### config.mk
export PLATFORM = sky130hd
export DESIGN_NAME = i2c_bus_recover
export DESIGN_NICKNAME = d
export VERILOG_FILES = /design/src/rtl/i2c_recov_pkg.sv /design/src/rtl/i2c_recov_dp.sv /design/src/rtl/i2c_recov_ctrl.sv /design/src/rtl/i2c_bus_recover.sv
export SDC_FILE = /design/constraint.sdc
export NUM_CORES = 1
export LEC_CHECK = 0
export BUFFER_PORTS_ARGS = -buffer_cell sky130_fd_sc_hd__clkbuf_2
export CORE_UTILIZATION = 25
export CTS_CLUSTER_DIAMETER = 200
export CTS_CLUSTER_SIZE = 28
export DETAILED_ROUTE_END_ITERATION = 10
export GPL_ROUTABILITY_DRIVEN = 0
export MAX_ROUTING_LAYER = met4
export SYNTH_ARGS = -nofsm -noshare
export SYNTH_HDL_FRONTEND = slang
export SYNTH_SLANG_ARGS = --single-unit
### constraint.sdc
create_clock -name clk -period 3.2 [get_ports clk]
set_input_delay 0.16 -clock clk [delete_from_list [all_inputs] [get_ports clk]]
set_output_delay 0.16 -clock clk [all_outputs]
set_load 0.005 [all_outputs]
### src/rtl/i2c_recov_pkg.sv
package i2c_recov_pkg;
  typedef enum logic [2:0] {
    ST_IDLE,
    ST_LOW,
    ST_HIGH,
    ST_CHECK,
    ST_STOP
  } recovState_t;

  typedef struct packed {
    logic timerClr;
    logic pulseClr;
    logic pulseInc;
    logic burstClr;
    logic burstInc;
  } recovStrobe_t;
endpackage

### src/rtl/i2c_recov_dp.sv
module i2c_recov_dp
  import i2c_recov_pkg::*;
#(
  parameter int HALF_CYCLES = 250,
  parameter int PULSES      = 9,
  parameter int RETRY_W     = 11
) (
  input  logic               clk,
  input  logic               rstN,
  input  recovStrobe_t       strobe,
  input  logic [RETRY_W-1:0] retryLimit,
  output logic               halfEnd,
  output logic               stopEnd,
  output logic               lastPulse,
  output logic               lastBurst
);
  localparam int TIMER_W = $clog2(2 * HALF_CYCLES + 1);
  localparam int PULSE_W = $clog2(PULSES + 1);

  logic [TIMER_W-1:0] timer;
  logic [PULSE_W-1:0] pulseCnt;
  logic [RETRY_W-1:0] burstCnt;
  logic [RETRY_W:0]   effLimit;
  logic [RETRY_W:0]   burstsDone;

  always_ff @(posedge clk or negedge rstN) begin
    if (!rstN) begin
      timer    <= '0;
      pulseCnt <= '0;
      burstCnt <= '0;
    end else begin
      if (strobe.timerClr) timer <= '0;
      else                 timer <= timer + 1'b1;

      if (strobe.pulseClr)      pulseCnt <= '0;
      else if (strobe.pulseInc) pulseCnt <= pulseCnt + 1'b1;

      if (strobe.burstClr)      burstCnt <= '0;
      else if (strobe.burstInc) burstCnt <= burstCnt + 1'b1;
    end
  end

  always_comb begin
    effLimit   = (retryLimit == '0) ? (RETRY_W+1)'(1) : {1'b0, retryLimit};
    burstsDone = {1'b0, burstCnt} + 1'b1;
    halfEnd    = (timer == TIMER_W'(HALF_CYCLES - 1));
    stopEnd    = (timer == TIMER_W'(2 * HALF_CYCLES - 1));
    lastPulse  = (pulseCnt == PULSE_W'(PULSES - 1));
    lastBurst  = (burstsDone >= effLimit);
  end

  p_timer_range_r6: assert property (@(posedge clk) disable iff (!rstN)
    timer <= TIMER_W'(2 * HALF_CYCLES - 1));
  p_pulse_range_r3: assert property (@(posedge clk) disable iff (!rstN)
    pulseCnt < PULSE_W'(PULSES));
endmodule

### src/rtl/i2c_recov_ctrl.sv
module i2c_recov_ctrl
  import i2c_recov_pkg::*;
(
  input  logic         clk,
  input  logic         rstN,
  input  logic         start,
  input  logic         sdaIn,
  input  logic         halfEnd,
  input  logic         stopEnd,
  input  logic         lastPulse,
  input  logic         lastBurst,
  output recovStrobe_t strobe,
  output logic         busy,
  output logic         sclPull,
  output logic         sdaPull,
  output logic         engFlush,
  output logic         donePulse,
  output logic         timeoutPulse,
  output logic         doneSticky,
  output logic         timeoutSticky
);
  recovState_t state, nextState;
  logic        trigger;
  logic        finishOk;
  logic        finishTo;

  always_comb begin
    nextState = state;
    strobe    = '0;
    trigger   = 1'b0;
    finishOk  = 1'b0;
    finishTo  = 1'b0;
    unique case (state)
      ST_IDLE: if (start) begin
        trigger         = 1'b1;
        nextState       = ST_LOW;
        strobe.pulseClr = 1'b1;
        strobe.burstClr = 1'b1;
      end
      ST_LOW: if (halfEnd) nextState = ST_HIGH;
      ST_HIGH: if (halfEnd) begin
        if (lastPulse) nextState = ST_CHECK;
        else begin
          nextState       = ST_LOW;
          strobe.pulseInc = 1'b1;
        end
      end
      ST_CHECK: begin
        if (sdaIn) nextState = ST_STOP;
        else if (lastBurst) begin
          nextState = ST_IDLE;
          finishTo  = 1'b1;
        end else begin
          nextState       = ST_LOW;
          strobe.pulseClr = 1'b1;
          strobe.burstInc = 1'b1;
        end
      end
      ST_STOP: if (stopEnd) begin
        nextState = ST_IDLE;
        finishOk  = 1'b1;
      end
      default: nextState = ST_IDLE;
    endcase
    strobe.timerClr = (nextState != state) || (state == ST_IDLE);
  end

  always_ff @(posedge clk or negedge rstN) begin
    if (!rstN) begin
      state         <= ST_IDLE;
      engFlush      <= 1'b0;
      donePulse     <= 1'b0;
      timeoutPulse  <= 1'b0;
      doneSticky    <= 1'b0;
      timeoutSticky <= 1'b0;
    end else begin
      state        <= nextState;
      engFlush     <= trigger;
      donePulse    <= finishOk;
      timeoutPulse <= finishTo;
      if (trigger) begin
        doneSticky    <= 1'b0;
        timeoutSticky <= 1'b0;
      end else begin
        if (finishOk) doneSticky    <= 1'b1;
        if (finishTo) timeoutSticky <= 1'b1;
      end
    end
  end

  assign busy    = (state != ST_IDLE);
  assign sclPull = (state == ST_LOW);
  assign sdaPull = (state == ST_STOP);

  p_one_outcome_r7: assert property (@(posedge clk) disable iff (!rstN)
    $onehot0({donePulse, timeoutPulse}));
  p_pulse_at_exit_r7: assert property (@(posedge clk) disable iff (!rstN)
    (donePulse || timeoutPulse) |-> $fell(busy));
  p_start_ignored_r9: assert property (@(posedge clk) disable iff (!rstN)
    (busy && start && state != ST_CHECK && state != ST_STOP) |=> busy);
  p_check_released_r4: assert property (@(posedge clk) disable iff (!rstN)
    (state == ST_CHECK) |-> (!sclPull && !sdaPull));
endmodule

### src/rtl/i2c_bus_recover.sv
module i2c_bus_recover
  import i2c_recov_pkg::*;
#(
  parameter int HALF_CYCLES = 250,
  parameter int PULSES      = 9,
  parameter int RETRY_W     = 11
) (
  input  logic               clk,
  input  logic               rstN,
  input  logic               start,
  input  logic [RETRY_W-1:0] retryLimit,
  input  logic               sdaIn,
  input  logic               engSclOe,
  input  logic               engSdaOe,
  output logic               sclOe,
  output logic               sdaOe,
  output logic               engHold,
  output logic               engFlush,
  output logic               busy,
  output logic               donePulse,
  output logic               timeoutPulse,
  output logic               doneSticky,
  output logic               timeoutSticky
);
  recovStrobe_t strobe;
  logic halfEnd, stopEnd, lastPulse, lastBurst;
  logic sclPull, sdaPull;

  i2c_recov_ctrl u_ctrl (
    .clk          (clk),
    .rstN         (rstN),
    .start        (start),
    .sdaIn        (sdaIn),
    .halfEnd      (halfEnd),
    .stopEnd      (stopEnd),
    .lastPulse    (lastPulse),
    .lastBurst    (lastBurst),
    .strobe       (strobe),
    .busy         (busy),
    .sclPull      (sclPull),
    .sdaPull      (sdaPull),
    .engFlush     (engFlush),
    .donePulse    (donePulse),
    .timeoutPulse (timeoutPulse),
    .doneSticky   (doneSticky),
    .timeoutSticky(timeoutSticky)
  );

  i2c_recov_dp #(
    .HALF_CYCLES(HALF_CYCLES),
    .PULSES     (PULSES),
    .RETRY_W    (RETRY_W)
  ) u_dp (
    .clk       (clk),
    .rstN      (rstN),
    .strobe    (strobe),
    .retryLimit(retryLimit),
    .halfEnd   (halfEnd),
    .stopEnd   (stopEnd),
    .lastPulse (lastPulse),
    .lastBurst (lastBurst)
  );

  assign sclOe   = busy ? sclPull : engSclOe;
  assign sdaOe   = busy ? sdaPull : engSdaOe;
  assign engHold = busy;

  p_no_clash_r3: assert property (@(posedge clk) disable iff (!rstN)
    busy |-> !(sclOe && sdaOe));
  p_exit_scl_free_r7: assert property (@(posedge clk) disable iff (!rstN)
    $fell(busy) |-> !$past(sclOe));
  p_flush_on_entry_r2: assert property (@(posedge clk) disable iff (!rstN)
    engFlush |-> (busy && $rose(busy)));
endmodule

Word-level counts from Yosys, hierarchy flattened
Index checks and enable logic that the tools add are counted.

word-level totals
  bits in registers = 32
  bits of input ports = 17
  output and inout port bits = 9
  logic and storage cells = 64

cells by class
  add/subtract/negate cells = 4
  magnitude comparators = 1
  equal/unequal tests = 8
  mux-type cells = 34
  reduce and logical (&&, ||, !) cells = 8

operators with widths
  operator                                              number
  2-to-1 mux 11 bit                                     3
  2-to-1 mux 1 bit                                      20
  2-to-1 mux 3 bit                                      5
  one-hot mux 3 bit (5 select lines)                    1
  adder 11 x 1 -> 12 bit (second input constant)        1
  greater-or-equal comparator 12 bit                    1
  adder 11 x 1 -> 11 bit (second input constant)        1
  logical NOT 11 bit                                    1
  adder 9 x 1 -> 9 bit (second input constant)          1
  equality test 9 x 8 -> 1 bit (second input constant)  1
  equality test 9 bit (second input constant)           1
  2-to-1 mux 9 bit                                      1
  2-to-1 mux 4 bit                                      2
  nonzero test 2 bit                                    4
  equality test 3 x 2 -> 1 bit (second input constant)  2
  adder 4 x 1 -> 4 bit (second input constant)          1
  equality test 4 bit (second input constant)           1
  equality test 3 x 1 -> 1 bit (second input constant)  1
  equality test 3 bit (second input constant)           1
  logical NOT 3 bit                                     1
  != test 3 bit                                         1
  nonzero test 3 bit                                    1
  2-to-1 mux 2 bit                                      1
  one-hot mux 1 bit (2 select lines)                    1
  logical OR 1 bit                                      1

Logic depth before layout (Yosys ltp)
  depth after elaboration = 9
  mapped depth = 15
  gate-level depth less buffers = 13

By module
From an unflattened synthesis, not the netlist that was laid out.

unflattened totals
  cell total of the unflattened synthesis = 221
  area, all modules = 2,042.0 µm²

modules (own cells, without submodules)
  module           instances  cells each  area an instance (µm²)  sequential area each (µm²)
  i2c_recov_dp     1          172         1,560.2                 600.6
  i2c_recov_ctrl   1          46          451.7                   200.2
  i2c_bus_recover  1          3           30.0                    0.0

Least setup slack after synthesis
Ideal clock, no wire load.

  path type = register to register
  start point = register u_dp.burstCnt[0]
  end point = register u_dp.burstCnt[7]
  setup time = 0.118 ns
  data arrival time = 2.616 ns
  data required time = 3.082 ns
  path slack = 0.466 ns
  stages on the path, launching flop included = 14
  buffers on the path = 1
  period minus slack after synthesis = 2.734 ns
  cell sequence = dfrtp_1 ha_1 nand3_1 nor2_1 nand3_1 or3_1 nand2_1 ha_1 a21oi_1 o31ai_1 a211o_1 buf_6 mux2_4 a21o_1

between the ends
  cells in the longest elaborated chain, start to end = 6
  elaborated cells between the ends (all ways) = 9
  those cells by class = add/sub: 2; order compare: 1; mux: 5; reduce/logical: 1

RTL lines
  item                                 RTL line              source
  start: declaration                   i2c_recov_dp.sv:22    logic [RETRY_W-1:0] burstCnt;
  start signal: assignment             i2c_recov_dp.sv:39    else if (strobe.burstInc) burstCnt <= burstCnt + 1'b1;
  adder 11 x 1 -> 12 bit               i2c_recov_dp.sv:45    burstsDone = {1'b0, burstCnt} + 1'b1;
  greater-or-equal comparator 12 bit   i2c_recov_dp.sv:49    lastBurst = (burstsDone >= effLimit);
  2-to-1 mux 1 bit                     i2c_recov_ctrl.sv:50  else if (lastBurst) begin
  2-to-1 mux 1 bit                     i2c_recov_ctrl.sv:49  if (sdaIn) nextState = ST_STOP;
  2-to-1 mux 1 bit                     i2c_recov_ctrl.sv:33  unique case (state)
  nonzero test 2 bit (no source line)  --

Parallel ways exist; a longest one is shown, timed or not. The select of a mux whose other input is x is not followed.
A chain may end at the register's enable or synchronous reset.

Worst setup path after layout
Same ends and word-level chain as after synthesis.

==> impl_metrics.json <==
{
  "clk_latency_ns": 0.28,
  "clk_pin_slew_ns": 0.06,
  "clock_sinks": 32,
  "end_kind": "flop",
  "tns_ns": 0,
  "total_power_uw": 926,
  "grt_max_degree": 33,
  "root_buffer": "clkbuf_8",
  "synth_seq_area_share_pct": 39.4,
  "synthCells": 225,
  "area_delta_synth_final_pct": 15.3,
  "final_hold_viol_count": 0,
  "synthArstFlopShare_pct": 100,
  "yosysWarnings": 0,
  "synth_top_area_share_pct": 39.4,
  "syn_avg_cell_area_um2": 9.03,
  "num-fill-cells": 843,
  "place_inst": 346,
  "rsz0062_at_grt": "no",
  "fp.dieW_um": 92.2,
  "path_max_fanout": 6,
  "worst_slew_pin_slew_ns": 0.798,
  "cts_buffer_depth": 2,
  "hp-class": "input port to flop",
  "rows": 32,
  "antenna_cells": 0,
  "synthFlopType": "dfrtp_1",
  "globalRoute.totalOverflow": 0,
  "p_leak_nw": 1.20,
  "initial_core_util_pct": 26.0,
  "skew_ns": 0.00306,
  "vias_per_cell": 4.56,
  "min_period_ns": 2.94,
  "ir_drop_uv": 299,
  "track_usage_pct": 11.1,
  "fin_cells": 355,
  "crit_arrival_ns": 3.11,
  "dr.pass1.iters": 4,
  "maxCapViolations": 0,
  "slew_headroom_pct": 46.8,
  "placed_cell_area_um2": 2240,
  "grt_antenna_before_repair": 0,
  "synth_edf_count": 0,
  "routed_wl_um": 4110,
  "cts_max_level": 2,
  "syn-num-nets": 258,
  "synth_common_cells": "32 x dfrtp_1, 24 x nand2_1, 24 x nor2_1, 17 x inv_1, 16 x ha_1",
  "drt_iter0_drc": 62,
  "cts_tree": "done",
  "grt_first_pass_wirelength_um": 7310,
  "synth_top_area_cell": "dfrtp_1",
  "max_freq_mhz": 340,
  "synth-seq-cells": 32,
  "grt_pass1_vias": 1613,
  "final_nets": 285,
  "power_per_cell_area_nw_per_um2": 395,
  "antenna_left": 0,
  "startpoint_type": "flop",
  "stdcell_area_um2": 2340,
  "yosys.cell_types.count": 37,
  "die_y_um": 92.2,
  "avgRoutedWirePerCell_um": 11.6,
  "numPortBuffers": 25,
  "status": "completed",
  "die_area_um2": 8490,
  "cts_hold_buf": 1,
  "io_pins": 26,
  "cp_data_required_time_ns": 3.37,
  "core_region_area_um2": 7810,
  "fin_crit_sh_pct": 91.9,
  "synth.area.top_cells": "dfrtp_1 39%, ha_1 9.9%, nand2_1 4.4%",
  "drive_above_1_share_pct": 16.2,
  "dpl.hpwl_um": 3170,
  "maxSlewViolCount": 0,
  "via_count": 1620,
  "synth_area_um2": 2030,
  "drc": 0,
  "cts_setup_buffers": 0,
  "setup_viol": 0,
  "cts_resized": 0,
  "path_class": "flop to flop",
  "synth.most_common_cell": "dfrtp_1",
  "numCtsBuffers": 5
}
[cells in the final DEF (no fill, tap or decap), types with 2 or more instances in the layout]
master,n
nand4_1,3
nand2_1,24
nor2b_1,3
or3_1,3
o21ai_0,6
inv_1,17
a21oi_1,13
and3_1,6
nand2b_1,5
and2_1,2
dfrtp_1,32
a21o_1,9
nor3_1,3
clkbuf_2,25
xor2_1,3
nor2_1,24
nand3_1,14
ha_1,16
o21a_1,4
clkbuf_1,2
nor4_1,3
nand3b_1,4
clkbuf_8,6
xnor2_1,10
or2_2,3
[critical path, cell delays in order (launching register included)]
cell and delay [ns]:
dfrtp_1 0.43, ha_1 0.22, nand3_1 0.15, nor2_1 0.14, nand3_1 0.13, or3_1 0.39, nand2_1 0.09, ha_1 0.23
a21oi_1 0.16, o31ai_1 0.11, a211o_1 0.29, mux2_4 0.31, a21o_1 0.18
[cells by family after synthesis]
| group | after synthesis | share of synthesized area (%) |
|---|---|---|
| AND/OR/NAND/NOR | 100 | 25.3 |
| AO/OA/AOI/OAI | 38 | 13.0 |
| flip-flops | 32 | 39.4 |
| buffers and inverters | 24 | 5.60 |
| multiplexers | 2 | 1.23 |
| adder cells (fa/ha/maj) | 16 | 9.85 |
| XOR/XNOR | 13 | 5.60 |
[sequential cells by signal (all words and copies together), names as in the netlist]
register and cells:
u_ctrl.donePulse 1, u_ctrl.doneSticky 1, u_ctrl.engFlush 1, u_ctrl.state 3
u_ctrl.timeoutPulse 1, u_ctrl.timeoutSticky 1, u_dp.burstCnt 11, u_dp.pulseCnt 4
u_dp.timer 9
[final cells by class]
| cell class | count | area, um^2 | share of cell area [%] |
|---|---|---|---|
| clock buffers | 8 | 90.1 | 3.85 |
| inverters | 17 | 63.8 | 2.72 |
| multi-input cells | 169 | 1120 | 47.7 |
| flip-flops and latches | 32 | 801 | 34.2 |
| well taps | 102 | 128 | 5.45 |
| repair buffers | 27 | 143 | 6.09 |
[layer usage]
metal  vias to the layer above  wire length [um]  track usage [%]  part of all wire [%]
li1                        820                 -                -                     -
met1                       752              2060             14.8                    50
met2                        41              1780             16.8                    43
met3                         7               206             2.24                   5.0
met4                         0                58             3.91                   1.4
met5                         -                 0                -                     0
[where the power goes]
group	internal, mW	switching (mW)	leakage, nW
logic	0.0599	0.0684	0.724
registers	0.439	0.0429	0.433
clock network	0.175	0.141	0.0455
[per-stage QoR]
step	hold WS, ns	setup WS, ns	utilization [%]
floorplan	-0.136	0.466	-
global placement	0.293	0.425	28.7
detailed placement	0.301	0.284	28.7
CTS	0.132	0.265	30.0
global route	0.165	0.0375	30.0
finish	0.152	0.260	30.0
[final timing paths]
| path | startpoint | endpoint | slack [ns] | cells after the start |
|---|---|---|---|---|
| max | u_dp.burstCnt[0] | u_dp.burstCnt[7] | 0.26 | 12 |
| min | sdaIn | u_ctrl.state[2] | 0.15 | 3 |
| max reg2reg | u_dp.burstCnt[0] | u_dp.burstCnt[7] | 0.26 | 12 |
| min reg2reg | u_ctrl.doneSticky | u_ctrl.doneSticky | 0.50 | 1 |
| max in group asynchronous | rstN | u_dp.burstCnt[9] | 2.20 | 2 |
| min in group asynchronous | rstN | u_dp.timer[8] | 0.50 | 2 |
Power figures use the tool's default switching activity.
